$ cat src/rtl/dar_pkg.sv
package dar_pkg;

    localparam int REG_AW = 3;
    localparam int LEN_W  = 7;

    typedef enum logic [REG_AW-1:0] {
        RA_ADDR_LO = 3'd0,
        RA_ADDR_HI = 3'd1,
        RA_CNT_LO  = 3'd2,
        RA_CNT_HI  = 3'd3,
        RA_CTRL    = 3'd4,
        RA_STAT    = 3'd5,
        RA_IRQEN   = 3'd6
    } reg_addr_e;

    typedef enum logic [1:0] {
        SQ_IDLE = 2'd0,
        SQ_SEND = 2'd1,
        SQ_WAIT = 2'd2
    } seq_state_e;

    typedef enum logic [1:0] {
        RSP_NONE = 2'd0,
        RSP_NAK  = 2'd1,
        RSP_DATA = 2'd2
    } rsp_kind_e;

    typedef struct packed {
        logic [1:0] mps_sel;
        logic       hold_off;
        logic       arm;
    } ctrl_t;

    typedef struct packed {
        rsp_kind_e          kind;
        logic [LEN_W-1:0]   len;
    } rsp_t;

    function automatic logic [LEN_W-1:0] mps_bytes(input logic [1:0] sel);
        return LEN_W'(8) << sel;
    endfunction

endpackage

$ cat src/rtl/dar_regs.sv
module dar_regs
    import dar_pkg::*;
#(
    parameter int ADDR_W = 16,
    parameter int CNT_W  = 16
) (
    input  logic                 clk,
    input  logic                 rst,
    input  logic                 we,
    input  logic [REG_AW-1:0]    addr,
    input  logic [7:0]           wdata,
    output logic [7:0]           rdata,
    input  logic                 adv,
    input  logic [LEN_W-1:0]     adv_len,
    input  logic                 out_hit,
    output logic [ADDR_W-1:0]    base,
    output logic [CNT_W-1:0]     remain,
    output ctrl_t                ctrl,
    output logic                 done,
    output logic                 irq_en,
    output logic                 short_en
);

    localparam int AH = ADDR_W - 8;
    localparam int CH = CNT_W - 8;

    logic [LEN_W-1:0] mps;
    assign mps      = mps_bytes(ctrl.mps_sel);
    assign short_en = ctrl.arm && (remain != '0) && (remain < CNT_W'(mps));

    always_ff @(posedge clk) begin
        if (rst) begin
            base   <= '0;
            remain <= '0;
            ctrl   <= '{mps_sel: 2'd0, hold_off: 1'b1, arm: 1'b0};
            done   <= 1'b0;
            irq_en <= 1'b0;
        end else begin
            if (adv) begin
                base   <= base + ADDR_W'(adv_len);
                remain <= remain - CNT_W'(adv_len);
            end
            if (we) begin
                case (reg_addr_e'(addr))
                    RA_ADDR_LO: base[7:0]          <= wdata;
                    RA_ADDR_HI: base[ADDR_W-1:8]   <= wdata[AH-1:0];
                    RA_CNT_LO:  remain[7:0]        <= wdata;
                    RA_CNT_HI:  remain[CNT_W-1:8]  <= wdata[CH-1:0];
                    RA_CTRL:    ctrl               <= ctrl_t'(wdata[3:0]);
                    RA_STAT:    if (wdata[0]) done <= 1'b0;
                    RA_IRQEN:   irq_en             <= wdata[0];
                    default:    ;
                endcase
            end
            if (out_hit) begin
                ctrl.arm <= 1'b0;
                done     <= 1'b1;
            end
        end
    end

    always_comb begin
        rdata = 8'h00;
        case (reg_addr_e'(addr))
            RA_ADDR_LO: rdata = base[7:0];
            RA_ADDR_HI: rdata = 8'(base[ADDR_W-1:8]);
            RA_CNT_LO:  rdata = remain[7:0];
            RA_CNT_HI:  rdata = 8'(remain[CNT_W-1:8]);
            RA_CTRL:    rdata = {4'h0, ctrl};
            RA_STAT:    rdata = {6'h00, short_en, done};
            RA_IRQEN:   rdata = {7'h00, irq_en};
            default:    rdata = 8'h00;
        endcase
    end

endmodule

$ cat src/rtl/dar_seq.sv
module dar_seq
    import dar_pkg::*;
#(
    parameter int ADDR_W = 16,
    parameter int CNT_W  = 16
) (
    input  logic                 clk,
    input  logic                 rst,
    input  logic                 tok_in,
    input  logic                 host_ack,
    input  logic                 abort,
    input  ctrl_t                ctrl,
    input  logic [ADDR_W-1:0]    base,
    input  logic [CNT_W-1:0]     remain,
    output logic                 ram_rd,
    output logic [ADDR_W-1:0]    ram_addr,
    output logic                 tx_valid,
    output logic                 tx_last,
    output logic                 pkt_start,
    output logic [LEN_W-1:0]     pkt_len,
    output logic                 nak,
    output logic                 adv,
    output logic [LEN_W-1:0]     adv_len
);

    seq_state_e        state;
    logic [LEN_W-1:0]  len_q;
    logic [LEN_W-1:0]  idx;
    logic [LEN_W-1:0]  mps;
    rsp_t              rsp;

    assign mps = mps_bytes(ctrl.mps_sel);

    // Decide how an IN token would be answered from the current state.
    always_comb begin
        rsp.kind = RSP_NONE;
        rsp.len  = (remain < CNT_W'(mps)) ? remain[LEN_W-1:0] : mps;
        if (tok_in && ctrl.arm) begin
            if (ctrl.hold_off || remain == '0) rsp.kind = RSP_NAK;
            else                               rsp.kind = RSP_DATA;
        end
    end

    assign ram_rd   = (state == SQ_SEND);
    assign ram_addr = base + ADDR_W'(idx);
    assign adv      = (state == SQ_WAIT) && host_ack && !abort;
    assign adv_len  = len_q;

    always_ff @(posedge clk) begin
        if (rst) begin
            state     <= SQ_IDLE;
            len_q     <= '0;
            idx       <= '0;
            pkt_start <= 1'b0;
            pkt_len   <= '0;
            nak       <= 1'b0;
            tx_valid  <= 1'b0;
            tx_last   <= 1'b0;
        end else begin
            pkt_start <= 1'b0;
            nak       <= 1'b0;
            tx_valid  <= ram_rd && !abort;
            tx_last   <= ram_rd && !abort && (idx == len_q - LEN_W'(1));
            if (abort) begin
                state <= SQ_IDLE;
                idx   <= '0;
            end else begin
                case (state)
                    SQ_SEND: begin
                        idx <= idx + LEN_W'(1);
                        if (idx == len_q - LEN_W'(1)) state <= SQ_WAIT;
                    end
                    SQ_IDLE, SQ_WAIT: begin
                        if (state == SQ_WAIT && host_ack) begin
                            state <= SQ_IDLE;
                        end else if (rsp.kind == RSP_NAK) begin
                            nak <= 1'b1;
                        end else if (rsp.kind == RSP_DATA) begin
                            state     <= SQ_SEND;
                            len_q     <= rsp.len;
                            idx       <= '0;
                            pkt_start <= 1'b1;
                            pkt_len   <= rsp.len;
                        end
                    end
                    default: state <= SQ_IDLE;
                endcase
            end
        end
    end

endmodule

$ cat src/rtl/desc_auto_responder.sv
module desc_auto_responder
    import dar_pkg::*;
#(
    parameter int ADDR_W = 16,
    parameter int CNT_W  = 16
) (
    input  logic                clk,
    input  logic                rst,
    input  logic                reg_we,
    input  logic [2:0]          reg_addr,
    input  logic [7:0]          reg_wdata,
    output logic [7:0]          reg_rdata,
    input  logic                tok_in,
    input  logic                tok_out,
    input  logic                host_ack,
    output logic                ram_rd,
    output logic [ADDR_W-1:0]   ram_addr,
    input  logic [7:0]          ram_rdata,
    output logic                pkt_start,
    output logic [6:0]          pkt_len,
    output logic                tx_valid,
    output logic [7:0]          tx_data,
    output logic                tx_last,
    output logic                nak,
    output logic                short_en,
    output logic                irq
);

    ctrl_t              ctrl;
    logic [ADDR_W-1:0]  base;
    logic [CNT_W-1:0]   remain;
    logic               done;
    logic               irq_en;
    logic               adv;
    logic [LEN_W-1:0]   adv_len;
    logic               out_hit;

    assign out_hit = tok_out && ctrl.arm;

    dar_regs #(.ADDR_W(ADDR_W), .CNT_W(CNT_W)) u_regs (
        .clk(clk), .rst(rst),
        .we(reg_we), .addr(reg_addr), .wdata(reg_wdata), .rdata(reg_rdata),
        .adv(adv), .adv_len(adv_len), .out_hit(out_hit),
        .base(base), .remain(remain), .ctrl(ctrl),
        .done(done), .irq_en(irq_en), .short_en(short_en)
    );

    dar_seq #(.ADDR_W(ADDR_W), .CNT_W(CNT_W)) u_seq (
        .clk(clk), .rst(rst),
        .tok_in(tok_in), .host_ack(host_ack), .abort(out_hit),
        .ctrl(ctrl), .base(base), .remain(remain),
        .ram_rd(ram_rd), .ram_addr(ram_addr),
        .tx_valid(tx_valid), .tx_last(tx_last),
        .pkt_start(pkt_start), .pkt_len(pkt_len), .nak(nak),
        .adv(adv), .adv_len(adv_len)
    );

    assign tx_data = ram_rdata;
    assign irq     = done && irq_en;

endmodule

$ cat config.mk
export PLATFORM = sky130hd
export DESIGN_NAME = desc_auto_responder
export DESIGN_NICKNAME = d
export VERILOG_FILES = /design/src/rtl/dar_pkg.sv /design/src/rtl/dar_regs.sv /design/src/rtl/dar_seq.sv /design/src/rtl/desc_auto_responder.sv
export SDC_FILE = /design/constraint.sdc
export NUM_CORES = 1
export LEC_CHECK = 0
export CAP_MARGIN = 20
export CORE_ASPECT_RATIO = 0.75
export CORE_UTILIZATION = 50
export DETAILED_ROUTE_END_ITERATION = 8
export DONT_BUFFER_PORTS = 1
export GPL_TIMING_DRIVEN = 1
export PLACE_DENSITY = 0.67
export SYNTH_ARGS = -nofsm -noshare
export SYNTH_HDL_FRONTEND = slang
export SYNTH_HIERARCHICAL = 1
export SYNTH_SLANG_ARGS = --single-unit
$ cat constraint.sdc
create_clock -name clk -period 5.95 [get_ports clk]
set_clock_uncertainty 0.1 [all_clocks]
set_input_delay 1.4875 -clock clk [delete_from_list [all_inputs] [get_ports clk]]
set_output_delay 1.4875 -clock clk [all_outputs]
set_load 0.05 [all_outputs]
==> run metrics <==
Final Max Slew Viols=0; all-layer global routing usage=0.2955; endpoints failing setup=0; Vias=4740; PwrDens=194.0 nW/µm²; final hold vios=0; leading cell type in the layout, fill and taps excluded=nor2_1; total congestion overflow=0; Yosys warning total=6; # diodes=0; CP Class=register to output port; most frequent cells in the layout=nor2_1 (72), dfxtp_1 (58), nand2_1 (43), ha_1 (31); setup slack after layout=1330 ps; pre-CTS WS=1545 ps; Slew headroom=0.2334; Critical-path top delay cell=xor2_1; Post-synth EDFFs=0; critical path data required time=4360 ps; critical path fanouts, max=6; core area=9658 µm²; Layout area overhead=4.882%; CTS Hold Buffers Added=0; CTS tree=done; period utilization=0.7765; syn_area_per_cell=8.072 µm²; status=complete, no violations; clk sink count=58; syn_nets=675; register bit total from synthesis=58; Port Buf Inserts=0; final wirelength=14630 µm; Post-synth ARST share=0; vias in the first global route=4288; initial drt markers=409; post-synthesis sequential area ratio=0.2335; leakage=2.015 nW; Setup Buffers After CTS=0; Main synth FF type=dfxtp_1; max cap viols=0; Routability Congestion=0.9361; H-tree depth=3; FP Rows=31; Mapped Area=4972 µm²; effective utilization at floorplan=0.5148; unrepaired setup endpoints after global routing=false; die height=88.36 µm; Syn Inst Count=616; synth unique cells=81; Top Ports=71; first-pass GRT wire length=23060 µm; Num CTS Buffers=9; CTS max path bufs=2; DR pass1 iterations=5; Worst-path clk slew=50 ps; initial antenna violation count=0; DIE AREA=10350 µm²; Hold Path Class=register to register; Crit. End Element=output port; Die Wd=117.2 µm; layout cells sized above 1=0.08263; WL/cell=20.18 µm; largest net degree at the start of global routing=43; DRC violation count after routing=0; Final min period=4620 ps; max incr delay on CP=820 ps; post-route ant nets=0; Post-Route Setup TNS=0 ps; cells along the critical path=ha_1 > inv_1 > fa_1 > nor2b_1 > o21ai_1 > a21o_1 > a211oi_1 > xor2_1; Via density=6.538; NumNets Final=647; CTS root buf=clkbuf_16; Resized Gates After CTS=0; Critical Path AT=3030 ps; CP Launch Type=register; Worst Max-Slew Pin Slew=1167 ps; maximum clock rate=216.4 MHz; Max VDD drop=0.1335 mV; Skew-Pair Late Insertion Delay=320 ps; DP HPWL=10580 µm
## sequential cells by signal, indices dropped and copies added (netlist names)
register         cells
u_regs/irq_en        1
u_seq/idx            7
u_seq/pkt_start      1
u_seq/tx_last        1
u_seq/nak            1
u_seq/tx_valid       1
u_seq/adv_len        7
u_regs/base         16
u_seq/state          2
u_regs/done          1
u_regs/ctrl          4
u_regs/remain       16
## synth_stat cells, types with 6 or more instances
cell | instances | area, µm²
o21ai_0 | 24 | 120.1
or3_1 | 6 | 37.54
ha_1 | 31 | 387.9
nand2b_1 | 10 | 62.56
a211oi_1 | 19 | 142.6
o211ai_1 | 7 | 52.55
xor2_1 | 16 | 140.1
and3_1 | 11 | 68.82
nand3_1 | 23 | 115.1
nor4_1 | 8 | 50.05
a21o_1 | 11 | 82.58
nor3_1 | 12 | 60.06
clkbuf_1 | 19 | 71.32
a22oi_1 | 6 | 45.04
a31oi_1 | 8 | 50.05
xnor2_1 | 11 | 96.34
inv_1 | 25 | 93.84
nor2_1 | 72 | 270.3
mux2i_1 | 17 | 170.2
buf_4 | 15 | 112.6
a21oi_1 | 25 | 125.1
nand2_1 | 43 | 161.4
nor2b_1 | 13 | 81.33
a311oi_1 | 11 | 96.34
dfxtp_1 | 58 | 1161
## report_power, final
part           internal [mW]  total, mW  leakage, nW  switching, mW
combinational         0.0453      0.132         1.41         0.0863
sequential             0.398      0.418        0.469         0.0202
clock                  0.291      0.462        0.133          0.171
## kinds of logic (layout without fill, tap and decap cells)
family | after synthesis | count (layout) | synth area share
and+or+nand+nor | 241 | 241 | 0.2599
AOI/OAI and AO/OA | 165 | 165 | 0.2418
buffers and inverters | 66 | 43 | 0.06341
DFF | 58 | 58 | 0.2335
adders and majority gates | 34 | 34 | 0.09009
xor gates and xnor gates | 28 | 28 | 0.05209
muxes | 24 | 24 | 0.05913
## worst max-delay path: cells and delay by family (launching register included)
family / cells / cell delay, ps
compound gates: 3 / 600
xor+xnor: 1 / 820
fa+ha+maj: 2 / 660
buf+inv: 1 / 70
simple gates: 1 / 140
flops: 1 / 430
## final cells by class
type	count	area [µm²]
Sequential cell	58	1161
Clock inverter	3	15.01
Timing Repair Buffer	1	7.507
Fill cell	916	4443
Tap cell	132	165.2
Multi-Input combinational cell	492	3518
Inverter	26	97.59
Clock buffer	13	250.2
## path summary, 6_finish.rpt
kind,from,endpoint,slack (ps),depth (start not counted)
min reg2reg,u_regs/done,u_regs/done,450,2
max,u_seq/idx[0],ram_addr[14],1330,8
min,u_regs/done,u_regs/done,450,2
max reg2reg,u_seq/adv_len[0],u_regs/remain[14],2540,8
## per-layer routing
metal,GRT usage,wire length (µm)
met2,0.4727,6688
met5,0,0
met1,0.3991,6320
met3,0.06027,1337
met4,0.09666,286
## through the flow
stage          power, mW    util  cells  area (µm²)  hold slack (ps)
2_1_floorplan     0.5490       -    616        4972            371.9
3_3_place_gp      0.5518  0.5125    709        4950            422.6
3_5_place_dp      0.5548  0.5125    709        4950            431.7
4_1_cts            1.017  0.5400    725        5215            442.4
5_1_grt            1.050  0.5400    725        5215            496.0
6_report           1.012  0.5400    725        5215            446.4
Note: power is estimated with default switching activity, not from simulation.
